**config.mk**
```make
export PLATFORM = sky130hd
export DESIGN_NAME = kpdio_periph
export DESIGN_NICKNAME = d
export VERILOG_FILES = /design/src/rtl/kpdio_pkg.sv /design/src/rtl/kpdio_bus_regs.sv /design/src/rtl/kpdio_col_debounce.sv /design/src/rtl/kpdio_irq_ctl.sv /design/src/rtl/kpdio_periph.sv
export SDC_FILE = /design/constraint.sdc
export NUM_CORES = 1
export LEC_CHECK = 0
export ABC_AREA = 1
export CORE_UTILIZATION = 45
export CTS_BUF_LIST = sky130_fd_sc_hd__clkbuf_8
export DETAILED_ROUTE_END_ITERATION = 10
export PLACE_DENSITY_LB_ADDON = 0.3
export SETUP_SLACK_MARGIN = 0.1
export SYNTH_ARGS = -nofsm -noshare
export SYNTH_HDL_FRONTEND = slang
export SYNTH_SLANG_ARGS = --single-unit
```
**constraint.sdc**
```tcl
create_clock -name clk -period 1.5 [get_ports clk]
set_input_delay 0.3 -clock clk [delete_from_list [all_inputs] [get_ports clk]]
set_output_delay 0.3 -clock clk [all_outputs]
set_load 0.01 [all_outputs]
```
**src/rtl/kpdio_pkg.sv**
```systemverilog
package kpdio_pkg;

    localparam int unsigned KP_ROWS   = 4;
    localparam int unsigned KP_COLS   = 4;
    localparam int unsigned BUS_AW    = 32;
    localparam int unsigned BUS_DW    = 8;
    localparam int unsigned WIN_W     = 16;
    localparam int unsigned OFF_W     = BUS_AW - WIN_W;
    localparam int unsigned IEN_BIT   = 7;

    localparam logic [WIN_W-1:0] WIN_TAG   = 16'hFFFF;
    localparam logic [OFF_W-1:0] OFF_SEG_R = 16'h0010;
    localparam logic [OFF_W-1:0] OFF_SEG_L = 16'h0011;
    localparam logic [OFF_W-1:0] OFF_CTRL  = 16'h0012;
    localparam logic [OFF_W-1:0] OFF_KEY   = 16'h0014;

    typedef enum logic [1:0] {
        DB_IDLE,
        DB_PRESS_WAIT,
        DB_HELD,
        DB_RELEASE_WAIT
    } db_state_t;

    typedef enum logic {
        IRQ_IDLE,
        IRQ_PEND
    } irq_state_t;

    typedef enum logic [2:0] {
        SEL_NONE,
        SEL_SEG_R,
        SEL_SEG_L,
        SEL_CTRL,
        SEL_KEY
    } reg_sel_t;

endpackage

```
**src/rtl/kpdio_bus_regs.sv**
```systemverilog
module kpdio_bus_regs
    import kpdio_pkg::*;
(
    input  logic                clk,
    input  logic                rst_n,
    input  logic [BUS_AW-1:0]   addr,
    input  logic                we,
    input  logic                re,
    input  logic [BUS_DW-1:0]   wdata,
    input  logic [BUS_DW-1:0]   key_code,
    output logic [BUS_DW-1:0]   rdata,
    output logic [BUS_DW-1:0]   seg_r_o,
    output logic [BUS_DW-1:0]   seg_l_o,
    output logic [KP_ROWS-1:0]  row_o,
    output logic                ien_o,
    output logic                key_rd_o
);

    logic [BUS_DW-1:0] seg_r_q, seg_l_q, ctrl_q;
    logic              in_win;
    reg_sel_t          sel;

    assign in_win = (addr[BUS_AW-1:OFF_W] == WIN_TAG);

    always_comb begin
        sel = SEL_NONE;
        if (in_win) begin
            unique case (addr[OFF_W-1:0])
                OFF_SEG_R: sel = SEL_SEG_R;
                OFF_SEG_L: sel = SEL_SEG_L;
                OFF_CTRL:  sel = SEL_CTRL;
                OFF_KEY:   sel = SEL_KEY;
                default:   sel = SEL_NONE;
            endcase
        end
    end

    always_ff @(posedge clk or negedge rst_n) begin
        if (!rst_n) begin
            seg_r_q <= '0;
            seg_l_q <= '0;
            ctrl_q  <= '0;
        end else if (we) begin
            if (sel == SEL_SEG_R) seg_r_q <= wdata;
            if (sel == SEL_SEG_L) seg_l_q <= wdata;
            if (sel == SEL_CTRL)  ctrl_q  <= wdata;
        end
    end

    always_comb begin
        rdata = '0;
        if (re) begin
            unique case (sel)
                SEL_SEG_R: rdata = seg_r_q;
                SEL_SEG_L: rdata = seg_l_q;
                SEL_CTRL:  rdata = ctrl_q;
                SEL_KEY:   rdata = key_code;
                default:   rdata = '0;
            endcase
        end
    end

    assign seg_r_o  = seg_r_q;
    assign seg_l_o  = seg_l_q;
    assign row_o    = ctrl_q[KP_ROWS-1:0];
    assign ien_o    = ctrl_q[IEN_BIT];
    assign key_rd_o = re && (sel == SEL_KEY);

endmodule

```
**src/rtl/kpdio_col_debounce.sv**
```systemverilog
module kpdio_col_debounce
    import kpdio_pkg::*;
#(
    parameter int unsigned SYNC_STAGES = 2,
    parameter int unsigned DEB_CYCLES  = 16
) (
    input  logic               clk,
    input  logic               rst_n,
    input  logic [KP_COLS-1:0] col_i,
    output logic [KP_COLS-1:0] cols_o,
    output logic               press_o
);

    localparam int unsigned CNT_W = (DEB_CYCLES > 1) ? $clog2(DEB_CYCLES) : 1;
    localparam logic [CNT_W-1:0] CNT_LAST = CNT_W'(DEB_CYCLES - 1);

    logic [KP_COLS-1:0] sync_q [SYNC_STAGES];
    logic [KP_COLS-1:0] samp;

    always_ff @(posedge clk or negedge rst_n) begin
        if (!rst_n) begin
            for (int s = 0; s < SYNC_STAGES; s++) sync_q[s] <= '0;
        end else begin
            sync_q[0] <= col_i;
            for (int s = 1; s < SYNC_STAGES; s++) sync_q[s] <= sync_q[s-1];
        end
    end

    assign samp = sync_q[SYNC_STAGES-1];

    db_state_t          state_q, state_d;
    logic [CNT_W-1:0]   cnt_q, cnt_d;
    logic [KP_COLS-1:0] cand_q, cand_d;
    logic [KP_COLS-1:0] db_q, db_d;
    logic               press_q, press_d;

    always_ff @(posedge clk or negedge rst_n) begin
        if (!rst_n) begin
            state_q <= DB_IDLE;
            cnt_q   <= '0;
            cand_q  <= '0;
            db_q    <= '0;
            press_q <= 1'b0;
        end else begin
            state_q <= state_d;
            cnt_q   <= cnt_d;
            cand_q  <= cand_d;
            db_q    <= db_d;
            press_q <= press_d;
        end
    end

    always_comb begin
        state_d = state_q;
        cnt_d   = cnt_q;
        cand_d  = cand_q;
        db_d    = db_q;
        press_d = 1'b0;
        unique case (state_q)
            DB_IDLE: begin
                if (samp != '0) begin
                    state_d = DB_PRESS_WAIT;
                    cand_d  = samp;
                    cnt_d   = '0;
                end
            end
            DB_PRESS_WAIT: begin
                if (samp != cand_q) begin
                    if (samp == '0) begin
                        state_d = DB_IDLE;
                    end else begin
                        cand_d = samp;
                        cnt_d  = '0;
                    end
                end else if (cnt_q == CNT_LAST) begin
                    state_d = DB_HELD;
                    db_d    = cand_q;
                    press_d = 1'b1;
                end else begin
                    cnt_d = cnt_q + 1'b1;
                end
            end
            DB_HELD: begin
                if (samp != db_q) begin
                    state_d = DB_RELEASE_WAIT;
                    cand_d  = samp;
                    cnt_d   = '0;
                end
            end
            DB_RELEASE_WAIT: begin
                if (samp == db_q) begin
                    state_d = DB_HELD;
                end else if (samp != cand_q) begin
                    cand_d = samp;
                    cnt_d  = '0;
                end else if (cnt_q == CNT_LAST) begin
                    db_d = cand_q;
                    if (cand_q == '0) begin
                        state_d = DB_IDLE;
                    end else begin
                        state_d = DB_HELD;
                        press_d = 1'b1;
                    end
                end else begin
                    cnt_d = cnt_q + 1'b1;
                end
            end
            default: state_d = DB_IDLE;
        endcase
    end

    assign cols_o  = db_q;
    assign press_o = press_q;

endmodule

```
**src/rtl/kpdio_irq_ctl.sv**
```systemverilog
module kpdio_irq_ctl
    import kpdio_pkg::*;
(
    input  logic clk,
    input  logic rst_n,
    input  logic press_i,
    input  logic ien_i,
    input  logic ack_i,
    output logic irq_o
);

    irq_state_t state_q, state_d;
    logic       raise;

    assign raise = press_i && ien_i;

    always_ff @(posedge clk or negedge rst_n) begin
        if (!rst_n) state_q <= IRQ_IDLE;
        else        state_q <= state_d;
    end

    always_comb begin
        state_d = state_q;
        unique case (state_q)
            IRQ_IDLE: if (raise)           state_d = IRQ_PEND;
            IRQ_PEND: if (ack_i && !raise) state_d = IRQ_IDLE;
            default:                       state_d = IRQ_IDLE;
        endcase
    end

    assign irq_o = (state_q == IRQ_PEND);

endmodule

```
**src/rtl/kpdio_periph.sv**
```systemverilog
module kpdio_periph
    import kpdio_pkg::*;
#(
    parameter int unsigned SYNC_STAGES = 2,
    parameter int unsigned DEB_CYCLES  = 16
) (
    input  logic        clk,
    input  logic        rst_n,
    input  logic [31:0] bus_addr,
    input  logic        bus_we,
    input  logic        bus_re,
    input  logic [7:0]  bus_wdata,
    output logic [7:0]  bus_rdata,
    output logic [3:0]  kp_row_o,
    input  logic [3:0]  kp_col_i,
    output logic [7:0]  seg_right_o,
    output logic [7:0]  seg_left_o,
    output logic        key_irq_o
);

    logic [KP_ROWS-1:0] row_w;
    logic [KP_COLS-1:0] cols_w;
    logic [BUS_DW-1:0]  key_code_w;
    logic               ien_w, key_rd_w, press_w, row_any;

    kpdio_bus_regs u_regs (
        .clk      (clk),
        .rst_n    (rst_n),
        .addr     (bus_addr),
        .we       (bus_we),
        .re       (bus_re),
        .wdata    (bus_wdata),
        .key_code (key_code_w),
        .rdata    (bus_rdata),
        .seg_r_o  (seg_right_o),
        .seg_l_o  (seg_left_o),
        .row_o    (row_w),
        .ien_o    (ien_w),
        .key_rd_o (key_rd_w)
    );

    kpdio_col_debounce #(
        .SYNC_STAGES (SYNC_STAGES),
        .DEB_CYCLES  (DEB_CYCLES)
    ) u_deb (
        .clk     (clk),
        .rst_n   (rst_n),
        .col_i   (kp_col_i),
        .cols_o  (cols_w),
        .press_o (press_w)
    );

    assign row_any    = (row_w != '0);
    assign key_code_w = (row_any && cols_w != '0) ? {cols_w, row_w} : '0;

    kpdio_irq_ctl u_irq (
        .clk     (clk),
        .rst_n   (rst_n),
        .press_i (press_w && row_any),
        .ien_i   (ien_w),
        .ack_i   (key_rd_w),
        .irq_o   (key_irq_o)
    );

    assign kp_row_o = row_w;

endmodule

```
==> results of run 1 <==
## per-stage QoR
stage	instances	area (µm²)
after floorplan	350	2880
after global placement	545	4040
after detailed placement	545	4040
after CTS	580	4460
after global routing	593	4940
final	593	4940
## worst max-delay path, cell delays in order
cell and delay [ns]:
buf_6 0.10, nor2_4 0.11, nand2_2 0.09, nor2_4 0.20, nand3_4 0.15, nor2_8 0.12
buf_6 0.11, buf_6 0.10, nand3_2 0.07, nand2_2 0.08, nor2_2 0.05, nor2_2 0.12
buf_2 0.14
## power by group through the flow
| stage | Clock [mW] | Sequential, mW | Combinational [mW] |
|---|---|---|---|
| floorplan | 0 | 1.43 | 0.259 |
| global placement | 0 | 1.43 | 0.532 |
| detailed placement | 0 | 1.43 | 0.548 |
| CTS | 0.798 | 1.41 | 0.585 |
| global route | 0.875 | 1.44 | 0.824 |
| finish | 0.818 | 1.43 | 0.768 |
## registers in the layout (all words and copies together) (netlist names), 4 cells and up
signal / count
u_deb.samp: 4
u_deb.sync_q: 4
u_regs.seg_l_o: 8
u_deb.cand_q: 4
u_deb.cols_o: 4
u_regs.seg_r_o: 8
u_regs.ctrl_q: 8
u_deb.cnt_q: 4
## synth_stat cells (4+ instances only)
library cell and n:
nand2_1 106, dfrtp_1 48, nand3_1 41, nor2_1 41
inv_1 25, o21ai_2 25, xor2_1 9, nor2_2 7
a21oi_1 5, buf_6 5, inv_2 5, nand3_4 5
buf_4 4, nand2_2 4
## layout make-up
type | count | area [µm²]
Inverter | 31 | 133
Timing Repair Buffer | 166 | 1400
Fill cell | 339 | 1050
Clock inverter | 2 | 11.3
Tap cell | 75 | 93.8
Multi-Input combinational cell | 265 | 2020
Clock buffer | 6 | 82.6
Sequential cell | 48 | 1200
## what timing repair did
| item | CTS | global route |
|---|---|---|
| pin swaps | 72 | 50 |
| buffers inserted | 24 | 15 |
| hold buffers | 1 | 0 |
| resized for setup | 248 | 114 |
| cloned | 2 | 1 |
| endpoints found under the setup margin | 69 | 64 |
| endpoints found under the hold margin | 18 | 0 |
## routing by layer
| metal | up-vias | GRT usage |
|---|---|---|
| met5 | - | 0 |
| met4 | 0 | 0.134 |
| met3 | 49 | 0.0517 |
| met2 | 234 | 0.468 |
| met1 | 1613 | 0.349 |
| li1 | 1463 | - |
## how the worst min path moves through the flow
stage / startpoint / end / depth (start not counted)
after floorplan: rst_n / u_deb.cand_q[0]$_DFFE_PN0P_ / 0
after global placement: rst_n / u_deb.sync_q[7]$_DFF_PN0_ / 1
after detailed placement: rst_n / u_deb.cand_q[3]$_DFFE_PN0P_ / 1
after CTS: u_deb.sync_q[7]$_DFF_PN0_ / u_deb.samp[3]$_DFF_PN0_ / 0
after global routing: u_deb.sync_q[5]$_DFF_PN0_ / u_deb.samp[1]$_DFF_PN0_ / 0
final: u_deb.sync_q[5]$_DFF_PN0_ / u_deb.samp[1]$_DFF_PN0_ / 0
## kinds of logic after synthesis
logic type,count (synthesis),share of synthesized area
AO/OA/AOI/OAI,34,0.0983
AND/OR/NAND/NOR,218,0.370
flip-flops,48,0.427
adder cells (fa/ha/maj),1,0.00445
XOR/XNOR,9,0.0280
buffers and inverters,40,0.0721
==> flow_summary.json, run 1 <==
{
  "status": "complete, but fails checks",
  "violations": "negative setup slack",
  "ff2ff_setup_slack_ns": -0.18,
  "cts_num_sinks": 48,
  "via_per_inst": 5.66,
  "dpl.hpwl_um": 5590,
  "finalSetupViolations": 43,
  "ys_ff_latch": 48,
  "r2r-start": "u_deb.samp[1]$_DFF_PN0_",
  "wl_met1_um": 4220,
  "cts_tree": "built",
  "cts_made_buffers": 5,
  "antenna_cells": 0,
  "critPathLaunchType": "primary input",
  "fin_crit_sh": 1.37,
  "wl_um": 11100,
  "power_frac_comb": 0.254,
  "grt_overflow_total": 0,
  "antenna_found_initial": 0,
  "dp_slack_ns": -1.24,
  "drive_above_1_share": 0.616,
  "crit_path_end": "bus_rdata[5]",
  "p_leak_nw": 2.36,
  "crit_fanout": 3,
  "yosys_warnings": 0,
  "syn_area_per_cell_um2": 8.04,
  "grt_pass1_wl_um": 13900,
  "grt_pass1_vias": 3082,
  "tns_ns": -9.06,
  "holdCritPathClass": "register to register",
  "clockBufferDepth": 2,
  "slew-limit-headroom": 0.712,
  "finClkSkew_ns": 0.0144,
  "met2_length_um": 5460,
  "yosysTopAreaCell": "dfrtp_1",
  "syn_area_um2": 2810,
  "critical_path_class": "primary input to output port",
  "initialDrtViolationCount": 442,
  "p_int_mw": 2.04,
  "vias": 3359,
  "clkSlewWorstSetupHoldPaths_ns": 0.10,
  "synth_edf_count": 0,
  "p_clk_frac": 0.271,
  "gp_congestion": 0.904,
  "final_cell_mix": "buf_4 (63), nand2_1 (55), nand2_2 (49)",
  "hold_ws_ns": 0.352,
  "portBuffers": 76,
  "rows": 28,
  "grt_max_degree": 21,
  "yosysUniqueCellTypes": 25,
  "fin_crit_ns": 2.06,
  "synth_top_area_share": 0.427,
  "synth_nets": 399,
  "cts_root_buf": "clkbuf_8",
  "pin_count": 77,
  "p_per_area_nw_per_um2": 611,
  "worst_pin_slew_ns": 0.432,
  "critical_path.startpoint": "bus_addr[12]",
  "routedWlPerCell_um": 18.7,
  "drt-pass1-iter-count": 5,
  "vdd_drop_max_mv": 0.625,
  "power_switching_mw": 0.975,
  "p_seq_frac": 0.474,
  "swShare": 0.323,
  "fin_ws_ns": -0.556,
  "top_layer": "met4",
  "power_mw": 3.02,
  "synthTopCellsByArea": "dfrtp_1 (43%), nand2_1 (14%), o21ai_2 (7.8%)",
  "ys_seq_area_frac": 0.427,
  "synth_ff_type": "dfrtp_1",
  "fp.dieW_um": 81.1,
  "critPathRequiredTime_ns": 1.20,
  "crit_arrival_ns": 1.76,
  "die_area_um2": 6570,
  "drv_cap": 0,
  "wl_met3_um": 1010,
  "h-tree-depth": 2,
  "end_kind": "output port",
  "initial_core_util": 0.470,
  "rsz0062_at_grt": "yes",
  "fin_util": 0.825,
  "clkLatencyLatePin_ns": 0.31,
  "route.detailed.drc": 0,
  "synthCells": 350,
  "final_common_cell": "buf_4",
  "core_area_um2": 5990,
  "r2r_end": "u_deb.state_q[1]$_DFFE_PN0P_",
  "grtUsageTotal": 0.280,
  "synthArstFlopShare": 1.00,
  "fmax_mhz": 486,
  "die-height_um": 81.1,
  "final-hold-violation-count": 0,
  "synthToLayoutAreaGrowth_pct": 75.6,
  "nNetsFinal": 566,
  "reg2reg_depth": 10,
  "drv_slew": 0,
  "postRouteAntennaNets": 0
}
Power figures use the tool's default switching activity.
==> inputs of run 2 (changes only) <==
--- a/config.mk
+++ b/config.mk
@@ -6,10 +6,10 @@
 export NUM_CORES = 1
 export LEC_CHECK = 0
 export ABC_AREA = 1
-export CORE_UTILIZATION = 45
+export CORE_UTILIZATION = 35
 export CTS_BUF_LIST = sky130_fd_sc_hd__clkbuf_8
 export DETAILED_ROUTE_END_ITERATION = 10
-export PLACE_DENSITY_LB_ADDON = 0.3
+export PLACE_DENSITY = 0.69
 export SETUP_SLACK_MARGIN = 0.1
 export SYNTH_ARGS = -nofsm -noshare
 export SYNTH_HDL_FRONTEND = slang
==> run 2 against run 1 <==
Compared with the run above:
- the flow still finishes with violations (negative setup slack)
- sequential power barely moved
- core utilization fell by 19 points
- critical path type unchanged
- die area rose by 28%
- combinational power fell by 11%
- first-iteration DRC count fell by 67%
- cell count rose by 4.9%
- global-route usage fell by 6.8 points
- wire length fell by 17%
- power rose by 7.2%
- final area fell by 0.20%
==> flow_summary.json, run 2 (same netlist as run 1, synthesis figures left out) <==
{
  "drv_cap": 0,
  "postRouteAntennaNets": 0,
  "pin_count": 77,
  "antenna_found_initial": 0,
  "die_area_um2": 8400,
  "portBuffers": 76,
  "grt_pass1_vias": 3146,
  "final_common_cell": "nand2_1",
  "drive_above_1_share": 0.581,
  "fin_crit_sh": 1.40,
  "holdCritPathClass": "register to register",
  "finalInstanceArea_um2": 4930,
  "crit_arrival_ns": 1.80,
  "r2r-start": "u_deb.samp[1]$_DFF_PN0_",
  "final_cell_count_no_fill": 622,
  "clkSlewWorstSetupHoldPaths_ns": 0.09,
  "status": "complete, but fails checks",
  "fmax_mhz": 477,
  "dpl.cell_count": 571,
  "initial_core_util": 0.362,
  "rows": 32,
  "clkLatencyLatePin_ns": 0.31,
  "p_per_area_nw_per_um2": 656,
  "core_area_um2": 7770,
  "critical_path_class": "primary input to output port",
  "worst_pin_slew_ns": 0.418,
  "nNetsFinal": 568,
  "tns_ns": -6.87,
  "crit_fanout": 5,
  "violations": "negative setup slack",
  "final-hold-violation-count": 0,
  "grt_pass1_wl_um": 14300,
  "drv_slew": 0,
  "fin_crit_ns": 2.10,
  "route.detailed.drc": 0,
  "finalSetupViolations": 32,
  "routedWlPerCell_um": 14.8,
  "critical_path.startpoint": "bus_addr[9]",
  "cp_top_family": "simple AND/OR/NAND/NOR gates",
  "grtUsageTotal": 0.213,
  "worstHoldStart": "u_deb.sync_q[4]$_DFF_PN0_",
  "synthToLayoutAreaGrowth_pct": 75.3,
  "slowest_stage": "nor2_4",
  "path_buf_inv": 4,
  "slowest_delay_ns": 0.19,
  "vias": 3068,
  "cts_num_sinks": 48,
  "vdd_drop_max_mv": 0.491,
  "finClkSkew_ns": 0.00424,
  "via_per_inst": 4.93,
  "gp_congestion": 0.814,
  "dpl.hpwl_um": 5460,
  "cts_made_buffers": 5,
  "clockBufferDepth": 2,
  "wl_um": 9200,
  "die-height_um": 91.6,
  "final_cell_mix": "nand2_1 (64), buf_4 (60), dfrtp_1 (47)",
  "antenna_cells": 0,
  "end_kind": "output port",
  "initialDrtViolationCount": 147,
  "grt_max_degree": 49,
  "drt-pass1-iter-count": 4,
  "p_leak_nw": 2.39,
  "hold_ws_ns": 0.354,
  "cts_tree": "built",
  "dpl_cell_area_um2": 4080,
  "critPathRequiredTime_ns": 1.20,
  "fin_ws_ns": -0.596,
  "rsz0062_at_grt": "yes",
  "critPathLaunchType": "primary input",
  "grt_overflow_total": 0,
  "h-tree-depth": 2,
  "slew-limit-headroom": 0.719,
  "fp.dieW_um": 91.6,
  "cts_root_buf": "clkbuf_8",
  "worstPathCellList": "buf_6 -> nor2_4 -> nand2_2 -> nor2_4 -> nand3_4 -> buf_12 -> nor2_8 -> buf_6 -> nand3_2 -> nand2_2 -> nor2_2 -> nor2_2 -> buf_2"
}
[run 2: repair_timing]
action	CTS	global route
setup endpoints to repair	69	62
hold endpoints to repair	48	0
setup buffers	28	10
cloned	4	0
hold buffers	1	0
pin swaps	69	40
resized for setup	259	86
[run 2: worst register-to-register path, cell delays in order, from the launching register on]
cell and delay (ns):
dfrtp_2 0.45, xor2_1 0.15, nor2_1 0.16, nand2_2 0.13, nand2_2 0.08, nand2_2 0.06
a21oi_4 0.21, buf_6 0.15, nand3_2 0.06, nand2_1 0.06
[run 2: path summary, 6_finish.rpt]
path	end	slack, ns	cells past startpoint
worst max register to register	u_deb.cnt_q[1]$_DFFE_PN0P_	-0.06	9
max in group asynchronous	u_deb.samp[1]$_DFF_PN0_	0.75	3
worst min register to register	u_deb.samp[0]$_DFF_PN0_	0.35	0
worst max-delay path	bus_rdata[7]	-0.60	13
min in group asynchronous	u_regs.seg_r_o[1]$_DFFE_PN0P_	0.49	3
worst min-delay path	u_deb.samp[0]$_DFF_PN0_	0.35	0
[run 2: per-layer routing]
metal  GRT usage  part of all wire
met1       0.244              0.39
met2       0.388              0.53
met5           0                 0
met3      0.0357             0.062
met4      0.0913             0.027
[run 2: power by group]
part	internal (mW)	switching, mW
registers	1.35	0.0612
logic	0.303	0.377
clock network	0.671	0.472
[run 2: final cells by class]
class | instances | area [µm²]
clock buffer | 5 | 68.8
clock inverter | 3 | 68.8
fill | 603 | 2840
inverter | 31 | 128
multi-input combinational | 265 | 1920
sequential | 48 | 1200
tap | 102 | 128
timing repair buffer | 168 | 1420
[run 2: per-stage QoR]
stage / total power, mW / worst slack [ns] / util
final: 3.23 / -0.596 / 0.635
after global routing: 3.37 / -0.672 / 0.635
after CTS: 3.18 / -0.475 / 0.599
after detailed placement: 1.99 / -1.27 / 0.525
after global placement: 1.97 / -1.21 / 0.525
after floorplan: 1.69 / -0.177 / -
==> inputs of run 3 (changes only) <==
--- a/config.mk
+++ b/config.mk
@@ -5,11 +5,11 @@
 export SDC_FILE = /design/constraint.sdc
 export NUM_CORES = 1
 export LEC_CHECK = 0
-export ABC_AREA = 1
 export CORE_UTILIZATION = 35
 export CTS_BUF_LIST = sky130_fd_sc_hd__clkbuf_8
 export DETAILED_ROUTE_END_ITERATION = 10
-export PLACE_DENSITY = 0.69
+export HOLD_SLACK_MARGIN = 0.03
+export PLACE_DENSITY = 0.71
 export SETUP_SLACK_MARGIN = 0.1
 export SYNTH_ARGS = -nofsm -noshare
 export SYNTH_HDL_FRONTEND = slang
==> run 3 against run 2 <==
Compared with the run above:
- the flow still finishes with violations (negative setup slack)
- critical path depth down 6
- highest routed layer unchanged
- via count down 26%
- sequential cell count unchanged
- critical endpoint is now bus_rdata[4]
- largest power group unchanged
- setup slack worse by 0.10 ns
- clock-buffer cell count up 1
- clock skew up 0.0048 ns
- sequential power down 4%
- sequential share of layout area up 3.2 points
- cell count down 28%
==> flow_summary.json, run 3 <==
{
  "status": "complete, but fails checks",
  "violations": "negative setup slack",
  "clkLatencyLatePin_ns": 0.30,
  "fin_ws_ns": -0.696,
  "synth_edf_count": 0,
  "cts_tree": "built",
  "core_area_um2": 6760,
  "worst_pin_slew_ns": 0.329,
  "critPathRequiredTime_ns": 1.20,
  "crit_fanout": 4,
  "routedWlPerCell_um": 15.8,
  "rows": 30,
  "die-height_um": 85.5,
  "cp_num_cells": 7,
  "synthCells": 210,
  "grt_pass1_vias": 2433,
  "drv_slew": 0,
  "gp_congestion": 0.818,
  "vias": 2284,
  "hold_ws_ns": 0.353,
  "grtUsageTotal": 0.200,
  "r2r-start": "u_deb.cols_o[1]$_DFFE_PN0P_",
  "vdd_drop_max_mv": 0.405,
  "slew-limit-headroom": 0.778,
  "critPathLaunchType": "primary input",
  "finalSetupViolations": 47,
  "grt_pass1_wl_um": 11500,
  "power_mw": 2.59,
  "p_per_area_nw_per_um2": 593,
  "synth_top_area_share": 0.492,
  "synth_commonest_cells": "dfrtp_1 (48), mux2_2 (33), o21ai_0 (12)",
  "r2r_end": "u_deb.cols_o[3]$_DFFE_PN0P_",
  "end_kind": "output port",
  "holdCritPathClass": "register to register",
  "initial_core_util": 0.361,
  "dpl.cell_count": 426,
  "cp_top_family": "simple AND/OR/NAND/NOR gates",
  "synthToLayoutAreaGrowth_pct": 79.0,
  "cts_root_buf": "clkbuf_8",
  "via_per_inst": 5.09,
  "path_buf_inv": 2,
  "slowest_delay_ns": 0.47,
  "syn_area_per_cell_um2": 11.6,
  "initialDrtViolationCount": 68,
  "clockBufferDepth": 2,
  "postRouteAntennaNets": 0,
  "p_leak_nw": 2.06,
  "worstPathCellList": "buf_6 -> nor4_4 -> and4_4 -> nand2_4 -> or3_4 -> o32ai_4 -> buf_2",
  "nFillCells": 527,
  "dp_slack_ns": -1.47,
  "final-hold-violation-count": 0,
  "synth_most_common_cell": "dfrtp_1",
  "critical_path.startpoint": "bus_addr[11]",
  "clkSlewWorstSetupHoldPaths_ns": 0.08,
  "ff2ff_setup_slack_ns": -0.28,
  "fmax_mhz": 455,
  "synthTopCellsByArea": "dfrtp_1 (49%), mux2_2 (15%), mux2i_1 (2.9%)",
  "drt-pass1-iter-count": 4,
  "grt_max_degree": 49,
  "route.detailed.drc": 0,
  "rsz0062_at_grt": "yes",
  "dpl.hpwl_um": 5290,
  "cts_made_buffers": 5,
  "ys_ff_latch": 48,
  "nNetsFinal": 417,
  "yosys_warnings": 0,
  "ys_seq_area_frac": 0.492,
  "synth_ff_type": "dfrtp_1",
  "synth_nets": 259,
  "antenna_found_initial": 0,
  "crit_arrival_ns": 1.90,
  "crit_path_end": "bus_rdata[4]",
  "reg2reg_depth": 7,
  "die_area_um2": 7310,
  "yosysUniqueCellTypes": 39,
  "cts_num_sinks": 48,
  "syn_area_um2": 2440,
  "multi_input_area_um2": 1640,
  "drive_above_1_share": 0.596,
  "fin_crit_ns": 2.20,
  "portBuffers": 76,
  "wl_um": 7080,
  "pin_count": 77,
  "fin_crit_sh": 1.46,
  "yosysTopAreaCell": "dfrtp_1",
  "synthArstFlopShare": 1.00,
  "fp.dieW_um": 85.5,
  "final_cell_count_no_fill": 449,
  "critical_path_class": "primary input to output port",
  "finClkSkew_ns": 0.00908,
  "h-tree-depth": 2,
  "register_area_um2": 1200,
  "antenna_cells": 0,
  "final_cell_mix": "buf_4 (71), dfrtp_1 (45), buf_6 (23)",
  "drv_cap": 0,
  "grt_overflow_total": 0,
  "slowest_stage": "or3_4",
  "final_common_cell": "buf_4"
}
-- run 3: through the flow --
stage | instance area, µm² | TNS (ns) | utilization
floorplan | 2760 | -10.45 | -
global placement | 4070 | -35.80 | 0.603
detailed placement | 4070 | -36.75 | 0.603
CTS | 4290 | -13.73 | 0.634
global route | 4370 | -16.88 | 0.647
finish | 4370 | -14.16 | 0.647
-- run 3: cell type report --
| class | instances | area share |
|---|---|---|
| Clock buffer | 6 | 0.0189 |
| Inverter | 3 | 0.00258 |
| Clock inverter | 2 | 0.00229 |
| Sequential cell | 48 | 0.276 |
| Multi-Input combinational cell | 149 | 0.374 |
| Tap cell | 80 | 0.0229 |
| Timing Repair Buffer | 161 | 0.303 |
-- run 3: cell families (layout without fill, tap and decap cells) --
group / count (synthesis) / in the layout / synth area share
AO/OA/AOI/OAI: 28 / 28 / 0.0723
AND/OR/NAND/NOR: 72 / 72 / 0.194
multiplexers: 40 / 40 / 0.181
flip-flops: 48 / 48 / 0.492
XOR/XNOR: 8 / 8 / 0.0287
buffers and inverters: 13 / 172 / 0.0267
adder cells (fa/ha/maj): 1 / 1 / 0.00512
-- run 3: worst min path at each step --
stage                                    from                             to  slack, ns  cells past startpoint
floorplan                               rst_n    u_deb.cand_q[0]$_DFFE_PN0P_      0.004                      0
global placement                        rst_n  u_regs.seg_r_o[5]$_DFFE_PN0P_       0.31                      2
detailed placement                      rst_n  u_regs.seg_l_o[5]$_DFFE_PN0P_       0.31                      2
CTS                 u_deb.sync_q[4]$_DFF_PN0_        u_deb.samp[0]$_DFF_PN0_       0.36                      0
global route        u_deb.sync_q[4]$_DFF_PN0_        u_deb.samp[0]$_DFF_PN0_       0.37                      0
finish              u_deb.sync_q[7]$_DFF_PN0_        u_deb.samp[3]$_DFF_PN0_       0.35                      0
-- run 3: routing by layer --
layer  GRT usage  part of all wire
met1       0.241              0.41
met2       0.365              0.51
met3      0.0385             0.061
met4      0.0530             0.012
met5           0                 0
-- run 3: report_power, final --
group	internal [mW]	total, mW	leakage (nW)	switching [mW]
Combinational	0.258	0.445	1.38	0.187
Clock	0.369	0.801	0.0510	0.432
Sequential	1.32	1.35	0.630	0.0281
-- run 3: worst reg2reg max path, delay by kind of cell, from the launching register on --
| family | cells | cell delay, ns |
|---|---|---|
| DFF | 1 | 0.42 |
| and+or+nand+nor | 3 | 0.51 |
| xor gates and xnor gates | 1 | 0.16 |
| muxes | 1 | 0.30 |
| buffers and inverters | 2 | 0.29 |
-- run 3: timing repair --
item                                    4_1_cts  5_1_grt
endpoints found under the hold margin        48        0
endpoints found under the setup margin       69       60
gates resized for setup                     186       44
pin swaps                                    23       16
cloned                                        1        0
hold buffers                                  1        0
buffers inserted                             10        7
